`config.mk`:
```
export PLATFORM = sky130hd
export DESIGN_NAME = timer_prescaler
export DESIGN_NICKNAME = d
export VERILOG_FILES = /design/src/rtl/tp_pkg.sv /design/src/rtl/tp_ctrl_reg.sv /design/src/rtl/tp_edge_sync.sv /design/src/rtl/tp_src_sel.sv /design/src/rtl/tp_counter.sv /design/src/rtl/timer_prescaler.sv
export SDC_FILE = /design/constraint.sdc
export NUM_CORES = 1
export LEC_CHECK = 0
export BUFFER_PORTS_ARGS = -buffer_cell sky130_fd_sc_hd__buf_2
export CORE_ASPECT_RATIO = 0.8
export CORE_MARGIN = 10
export CORE_UTILIZATION = 40
export DETAILED_ROUTE_END_ITERATION = 8
export PLACE_DENSITY = 0.61
export SLEW_MARGIN = 25
export SYNTH_ARGS = -nofsm -noshare
export SYNTH_HDL_FRONTEND = slang
export SYNTH_SLANG_ARGS = --single-unit
```
`constraint.sdc`:
```
create_clock -name clk -period 2.2 [get_ports clk]
set_clock_uncertainty 0.15 [all_clocks]
set_input_delay 0.11 -clock clk [delete_from_list [all_inputs] [get_ports clk]]
set_output_delay 0.11 -clock clk [all_outputs]
set_load 0.05 [all_outputs]
```
`src/rtl/tp_pkg.sv`:
```
`timescale 1ns/1ps
package tp_pkg;
  typedef enum logic [1:0] {
    SRC_INT_DIV2 = 2'b00,
    SRC_EXT_RISE = 2'b01,
    SRC_EXT_FALL = 2'b10,
    SRC_NONE     = 2'b11
  } src_e;
endpackage

```
`src/rtl/tp_ctrl_reg.sv`:
```
`timescale 1ns/1ps
module tp_ctrl_reg
  import tp_pkg::*;
#(
  parameter int PL_W = 21
) (
  input  logic            clk,
  input  logic            rst_n,
  input  logic            soft_rst,
  input  logic            wr_en,
  input  logic [PL_W-1:0] wr_pl,
  input  logic [1:0]      wr_src,
  input  logic            run,
  output logic [PL_W-1:0] pl,
  output src_e            src
);
  always_ff @(posedge clk or negedge rst_n) begin
    if (!rst_n) begin
      pl  <= '0;
      src <= SRC_INT_DIV2;
    end else if (soft_rst) begin
      pl  <= '0;
      src <= SRC_INT_DIV2;
    end else if (wr_en) begin
      pl <= wr_pl;
      if (!run) src <= src_e'(wr_src);
    end
  end
endmodule

```
`src/rtl/tp_edge_sync.sv`:
```
`timescale 1ns/1ps
module tp_edge_sync #(
  parameter int STAGES = 2
) (
  input  logic clk,
  input  logic rst_n,
  input  logic pin,
  output logic rise,
  output logic fall
);
  localparam int SH_W = STAGES + 1;
  logic [SH_W-1:0] sh;

  always_ff @(posedge clk or negedge rst_n) begin
    if (!rst_n) sh <= '0;
    else        sh <= {sh[SH_W-2:0], pin};
  end

  logic synced, prev;
  assign synced = sh[STAGES-1];
  assign prev   = sh[STAGES];
  assign rise   = synced & ~prev;
  assign fall   = ~synced & prev;
endmodule

```
`src/rtl/tp_src_sel.sv`:
```
`timescale 1ns/1ps
module tp_src_sel
  import tp_pkg::*;
(
  input  logic clk,
  input  logic rst_n,
  input  logic run,
  input  src_e src,
  input  logic rise,
  input  logic fall,
  output logic ev
);
  logic half;

  always_ff @(posedge clk or negedge rst_n) begin
    if (!rst_n) half <= 1'b0;
    else        half <= run ? ~half : 1'b0;
  end

  always_comb begin
    unique case (src)
      SRC_INT_DIV2: ev = run & half;
      SRC_EXT_RISE: ev = run & rise;
      SRC_EXT_FALL: ev = run & fall;
      default:      ev = 1'b0;
    endcase
  end
endmodule

```
`src/rtl/tp_counter.sv`:
```
`timescale 1ns/1ps
module tp_counter #(
  parameter int PL_W = 21
) (
  input  logic            clk,
  input  logic            rst_n,
  input  logic            run,
  input  logic            ev,
  input  logic [PL_W-1:0] pl,
  output logic [PL_W-1:0] cnt,
  output logic            start,
  output logic            wrap,
  output logic            tick
);
  function automatic logic [PL_W-1:0] next_count(input logic [PL_W-1:0] c,
                                                 input logic [PL_W-1:0] p);
    return (c == '0) ? p : c - 1'b1;
  endfunction

  logic run_q;

  assign start = run & ~run_q;
  assign wrap  = ev & ~start & (cnt == '0);

  always_ff @(posedge clk or negedge rst_n) begin
    if (!rst_n) begin
      run_q <= 1'b0;
      cnt   <= '0;
      tick  <= 1'b0;
    end else begin
      run_q <= run;
      tick  <= wrap;
      if (start)   cnt <= pl;
      else if (ev) cnt <= next_count(cnt, pl);
    end
  end
endmodule

```
`src/rtl/timer_prescaler.sv`:
```
`timescale 1ns/1ps
module timer_prescaler
  import tp_pkg::*;
#(
  parameter int NUM_TMR     = 3,
  parameter int PL_W        = 21,
  parameter int SYNC_STAGES = 2,
  localparam int REG_W      = PL_W + 3
) (
  input  logic               clk,
  input  logic               rst_n,
  input  logic               soft_rst,
  input  logic               wr_en,
  input  logic [REG_W-1:0]   wr_data,
  output logic [REG_W-1:0]   rd_data,
  input  logic [NUM_TMR-1:0] tmr_en,
  input  logic [NUM_TMR-1:0] tmr_psel,
  input  logic               ext_pin,
  output logic               tick
);
  logic [NUM_TMR-1:0] hit;
  logic               run_w, start_w, ev_w, wrap_w, rise_w, fall_w;
  logic [PL_W-1:0]    pl_w, cnt_w;
  src_e               src_w;
  logic               unused_wr_msb;

  for (genvar i = 0; i < NUM_TMR; i++) begin : g_hit
    assign hit[i] = tmr_en[i] & tmr_psel[i];
  end
  assign run_w         = |hit;
  assign unused_wr_msb = wr_data[REG_W-1];

  tp_ctrl_reg #(.PL_W(PL_W)) u_reg (
    .clk(clk), .rst_n(rst_n), .soft_rst(soft_rst), .wr_en(wr_en),
    .wr_pl(wr_data[PL_W-1:0]), .wr_src(wr_data[PL_W+1:PL_W]),
    .run(run_w), .pl(pl_w), .src(src_w)
  );

  tp_edge_sync #(.STAGES(SYNC_STAGES)) u_sync (
    .clk(clk), .rst_n(rst_n), .pin(ext_pin), .rise(rise_w), .fall(fall_w)
  );

  tp_src_sel u_src (
    .clk(clk), .rst_n(rst_n), .run(run_w), .src(src_w),
    .rise(rise_w), .fall(fall_w), .ev(ev_w)
  );

  tp_counter #(.PL_W(PL_W)) u_cnt (
    .clk(clk), .rst_n(rst_n), .run(run_w), .ev(ev_w), .pl(pl_w),
    .cnt(cnt_w), .start(start_w), .wrap(wrap_w), .tick(tick)
  );

  assign rd_data = {1'b0, src_w, pl_w};
endmodule

```
### Yosys cells after proc, flatten, opt, wreduce, memory -nomap -nowiden

Index checks and enable logic that the tools add are counted.

| operators by class | value |
|---|---|
| add/subtract/negate cells | 1 |
| equal/unequal tests | 3 |
| muxes and demuxes | 10 |
| bitwise gates (word level) | 16 |
| reductions and logical operators | 6 |

Operators by type and width:

| operator | number |
|---|---|
| two-way mux 21 bit | 5 |
| logical NOT 21 bit | 1 |
| subtractor 21 x 1 -> 21 bit (second input constant) | 1 |
| AND 1 bit | 11 |
| two-way mux 2 bit | 3 |
| inverter 1 bit | 5 |
| nonzero test 2 bit | 2 |
| one-hot mux 1 bit (3 select lines) | 1 |
| OR reduction 3 bit | 1 |
| equality test 2 x 1 -> 1 bit (second input constant) | 1 |
| equality test 2 bit (second input constant) | 1 |
| logical NOT 2 bit | 1 |
| != test 2 bit (second input constant) | 1 |
| AND reduction 2 bit | 1 |
| two-way mux 1 bit | 1 |

| storage, ports and cells | value |
|---|---|
| register bits | 50 |
| input port bits | 35 |
| word-level logic and storage cells | 43 |

### Longest topological paths before layout

| depth | value |
|---|---|
| depth after elaboration | 6 |
| depth in mapped cells | 9 |

### Cells and area by module

Synthesis repeated with hierarchy kept, for this count alone.

| second synthesis, totals | value |
|---|---|
| cells, all modules | 263 |
| area total of the unflattened synthesis | 2732.6 µm² |

Modules (own cells, without submodules):

| module | instances | cells an instance | area each (µm²) | sequential area each (µm²) |
|---|---|---|---|---|
| tp_counter | 1 | 167 | 1530.2 | 575.6 |
| tp_ctrl_reg | 1 | 77 | 974.7 | 575.6 |
| tp_src_sel | 1 | 10 | 112.6 | 25.0 |
| tp_edge_sync | 1 | 5 | 90.1 | 75.1 |
| timer_prescaler | 1 | 4 | 25.0 | 0.0 |

### Least setup slack after synthesis

OpenSTA, ideal clock, no wires.

| timing | value |
|---|---|
| kind | register to register |
| from | reg u_reg.src[0] |
| to | reg u_cnt.cnt[11] |
| data arrival time | 2494 ps |
| required time | 1963 ps |
| slack | -531 ps |
| cell stages (with the launch flop) | 10 |
| clock period less this slack | 2731 ps |
| path through | dfrtp_1 -> inv_1 -> ha_1 -> nor2b_1 -> a311o_1 -> a21oi_1 -> clkbuf_1 -> clkbuf_1 -> nand3_1 -> o211ai_1 |

| between the ends | value |
|---|---|
| word-level cells in the longest chain between the ends | 3 |
| elaborated cells between the ends (all ways) | 5 |
| classes of those cells | eq/ne: 2; mux: 1; reduce/logical: 2 |

Ends and longest elaborated chain:

| item | line | source |
|---|---|---|
| start: declaration | tp_ctrl_reg.sv:15 | `output src_e src` |
| start signal: assignment | tp_ctrl_reg.sv:26 | `if (!run) src <= src_e'(wr_src);` |
| equality test 2 bit (tied with other cells) | tp_src_sel.sv:21 | `unique case (src)` |
| one-hot mux 1 bit (3 select lines) (*) | tp_src_sel.sv:21 |  |
| nonzero test 2 bit (no line) (*) | - |  |
| end signal: assignment | tp_counter.sv:33 | `if (start) cnt <= pl;` |
| end signal: assignment | tp_counter.sv:34 | `else if (ev) cnt <= next_count(cnt, pl);` |
| end: declaration | tp_counter.sv:10 | `output logic [PL_W-1:0] cnt,` |

Every way passes the cells marked *; elsewhere a longest branch is shown, timed or not.
A chain may end at the register's enable or synchronous reset.

### Worst setup path after layout

| timing | value |
|---|---|
| from | reg u_cnt.cnt[11] |
| to | reg u_cnt.cnt[18] |

| between the ends | value |
|---|---|
| word-level cells in the longest chain between the ends | 4 |
| elaborated cells between the ends (all ways) | 5 |
| classes of those cells | add/sub: 1; mux: 3; reduce/logical: 1 |

Ends and longest elaborated chain:

| item | line | source |
|---|---|---|
| subtractor 21 x 1 -> 21 bit / logical NOT 21 bit (equally long branches) | tp_counter.sv:17 | `return (c == '0) ? p : c - 1'b1;` |
| two-way mux 21 bit (*) | tp_counter.sv:17 |  |
| two-way mux 21 bit (*) | tp_counter.sv:34 |  |
| two-way mux 21 bit (*) | tp_counter.sv:33 |  |

Every way passes the cells marked *; elsewhere a longest branch is shown, timed or not. The select of a mux whose other input is x is not followed.

==> results by stage <==
Clock tree:
- The clock tree from TritonCTS is yes.
- The H-tree was split into 2 levels.
- In this run, CTS created clock tree buffers numbering 5.
- The clock net in this run drives a total of 50 sinks.
- The clock slew at the register clock pins of the worst setup and hold paths is 100 ps.
- In this run the clock root is driven by a clkbuf_8.
- For the worst-skew pair, the clock arrives at the later sink with an insertion delay of 300 ps.
- The largest buffer count on any clock path is 2.

Final layout:
- The number of antenna diodes in the final layout is 0.
- For this run, the share of the core covered by cells in the final layout is 0.593.
- The most common cell after layout, fill and taps aside is buf_2.
- The share of cells above drive strength 1 is 0.349.
- In the layout the commonest cells are 57 x buf_2, 48 x dfrtp_1, 39 x buf_4.
- Compared with the post-synthesis result, the final layout area differs by 41.4%.
- For this run, the post-layout net count is 429.

Floorplan:
- 60 I/O pins were placed.
- For this configuration, the core starts out at a cell density of 0.419.
- The number of standard-cell rows in the floorplan is 26.
- The core region area is 6470 µm².
- From bottom edge to top edge, the die measures 93.7 µm.
- The die covers 10500 µm².
- Measured along the x axis, the die boundary spans 112 µm.

STA:
- The final worst-path setup slack is -106 ps.
- The slew at the pin closest to its max-slew limit is 714 ps.
- For this run, the top clock speed supported by timing is 434 MHz.
- The worst slew slack as a fraction of its limit is 0.524.
- The final hold slack is 65.7 ps.
- The final-report hold violation count is 0.
- Setup repair after global routing could not meet its margin everywhere.
- The share of the clock period used by the worst path after layout is 1.05.
- The final count of negative-setup-slack endpoints is 18.
- The max-slew violation total from the final report is 0.
- The smallest clock period supported by the final layout is computed as 2310 ps.

GRT:
- The met2 layer usage reported by global route is 0.210.
- The wire length of the first global-routing pass is 12.4 mm.
- The met1 demand-to-capacity share in global routing is 0.189.
- For this run, global-route usage on met3 was measured as 0.0396.
- The global-route congestion overflow total is 0.
- In the global route stage, overall resource usage came out at 0.137.
- The initial antenna violation count came to 0.
- The number of global-route vias before repair is 2540.
- The layer flagged by global routing as most heavily used is met2.
- The maximum number of pins on one net before global-route repair is 33.

Yosys:
- In the synthesized netlist the dominant register cell turns out to be dfrtp_1.
- The top cell type by total area after synthesis is dfrtp_1.
- Synthesis instantiated 49 different standard cells from the library.
- Yosys attributes the largest share of cell area to dfrtp_1 46%, mux2i_1 11%, nor2_1 4.6%.
- For this run, asynchronously set or reset flops after synthesis account for 1.00.
- The part of the Yosys area used for sequential elements is 0.461.
- The number of synthesized flops with an enable pin is 0.
- Synthesis produced 273 cells.
- Of the post-synthesis cell area, the dominant cell type holds 0.461.
- The Yosys step of the flow raised 0 warnings.
- The synthesized netlist net count is 313.
- The cell area after technology mapping is 2710 µm².
- The synthesis-stage register bit count is 50.
- Dividing the synthesized area by the synthesized cell count gives 9.94 µm².

Placed design:
- After legalization and detailed placement, the total HPWL measured 5.07 mm.
- Routability-driven placement finished with a final weighted congestion of 0.849.
- During placement, the flow inserted port buffers numbering 57.

Flow run:
- Across the run, the number of max-cap violations was 0.

Pwr:
- Power spread over the standard cell area amounts to 835 nW/µm².
- The analysis attributes to cell leakage a power of 1.89 nW.
- IR analysis of the VDD net gives a maximum drop of 0.000378 V.

Min path:
- The worst hold path belongs to the class input port to flop.
- The critical hold path startpoint is tmr_psel[2].

Critical path:
- The arrival time at the worst endpoint is 2340 ps.
- The path type of the worst setup path is flop to flop.
- The worst setup path is launched from a flop.
- The start point of the critical path is u_cnt.cnt[11].
- The highest net fanout along the worst path is 5.
- The kind of end point of the critical path is a flop.
- The required time of the worst setup path is 2230 ps.
- The worst flop-to-flop path startpoint is u_cnt.cnt[11].

Routing:
- The average routed wire per standard cell is 15.4 µm.
- Using the TritonRoute via totals, the vias-per-cell ratio works out to 5.20.
- For this run, design rule violations remaining after detail routing come to 0.
- The first detailed-routing pass took 4 iterations.
- The total detailed-routing wirelength is 7.30 mm.
- The number of DRC violations after detailed-routing iteration 0 is 105.
- The count of nets left with antenna violations once routing finished came out at 0.
- The routed layout has 2466 vias.

Status:
- The final reports fail on negative setup slack.
- The run finished, with violations left.
==> critical path, stage by stage (launching register included) <==
cell	delay, ps
dfrtp_1	390
or4_4	530
or3_4	410
o22ai_4	190
buf_4	180
o21ai_1	70
a211o_1	260
==> cells in the mapped netlist, types with 4 or more instances <==
cell type,instances
o211ai_1,4
nand4_1,5
dfrtp_1,50
nor4b_1,5
a2bb2oi_1,5
nand3_1,13
clkbuf_1,9
nand2_1,12
and3_1,7
o21ai_1,10
inv_1,11
a21oi_1,11
a211o_1,7
nor4_1,5
nor3_1,9
nor2_1,33
ha_1,5
mux2i_1,30
==> registers in the layout, indices dropped and copies added (netlist names) <==
name / count
u_sync.sh: 3
u_cnt.run_q: 1
u_cnt.cnt: 21
u_cnt.tick: 1
u_src.half: 1
u_reg.pl: 21
u_reg.src: 2
==> layout make-up <==
type / instances / area, µm²
clock buffer: 8 / 80.1
sequential: 50 / 1250
fill: 556 / 2640
multi-input combinational: 194 / 1420
inverter: 11 / 41.3
tap: 84 / 105
timing repair buffer: 127 / 936
==> cell families (layout without fill, tap and decap cells) <==
logic type / count (synthesis) / count (layout) / share of synthesized area
adders and majority gates: 5 / 5 / 0.0231
and+or+nand+nor: 107 / 107 / 0.213
AOI/OAI and AO/OA: 50 / 51 / 0.130
DFF: 50 / 50 / 0.461
buffers and inverters: 30 / 146 / 0.0604
other: 1 / 1 / 0.00138
muxes: 30 / 30 / 0.111
==> through the flow <==
step                      cells  power (mW)  setup slack (ps)  setup TNS (ps)  instance area (µm²)
after floorplan             273        2.04             -42.5            -145                 2790
after global placement      437        2.56             -79.9            -712                 3380
after detailed placement    437        2.58              -106           -1240                 3380
after CTS                   471        3.15              -117           -1450                 3750
after global routing        474        3.42              -160           -2430                 3840
final                       474        3.20              -106           -1130                 3840
==> where the power goes <==
group          internal [mW]  leakage (nW)  switching, mW
clock network          0.227        0.0395          0.293
logic                  0.684          1.21          0.726
registers               1.10         0.638          0.175
total                   2.01          1.89           1.19
==> worst paths after layout <==
check / endpoint / slack [ps] / cells after the start
worst max-delay path: u_cnt.cnt[18] / -110 / 6
worst min-delay path: u_cnt.run_q / 70 / 4
worst max register to register: u_cnt.cnt[18] / -110 / 6
worst min register to register: u_sync.sh[1] / 210 / 0
max in group asynchronous: u_reg.pl[9] / 1230 / 3
min in group asynchronous: u_reg.pl[19] / 140 / 2
==> timing repair <==
action	CTS	global route
endpoints found under the setup margin	19	21
resized for setup	8	9
hold buffers	25	0
pin swaps	4	7
buffers inserted	1	1
gates cloned	0	2
endpoints found under the hold margin	42	0
==> layer usage <==
| layer | vias to the layer above | share of wire |
|---|---|---|
| met5 | - | 0 |
| met4 | 0 | 0.0055 |
| met3 | 5 | 0.062 |
| met2 | 68 | 0.44 |
| met1 | 1163 | 0.49 |
| li1 | 1230 | - |
Note: power is estimated with default switching activity, not from simulation.
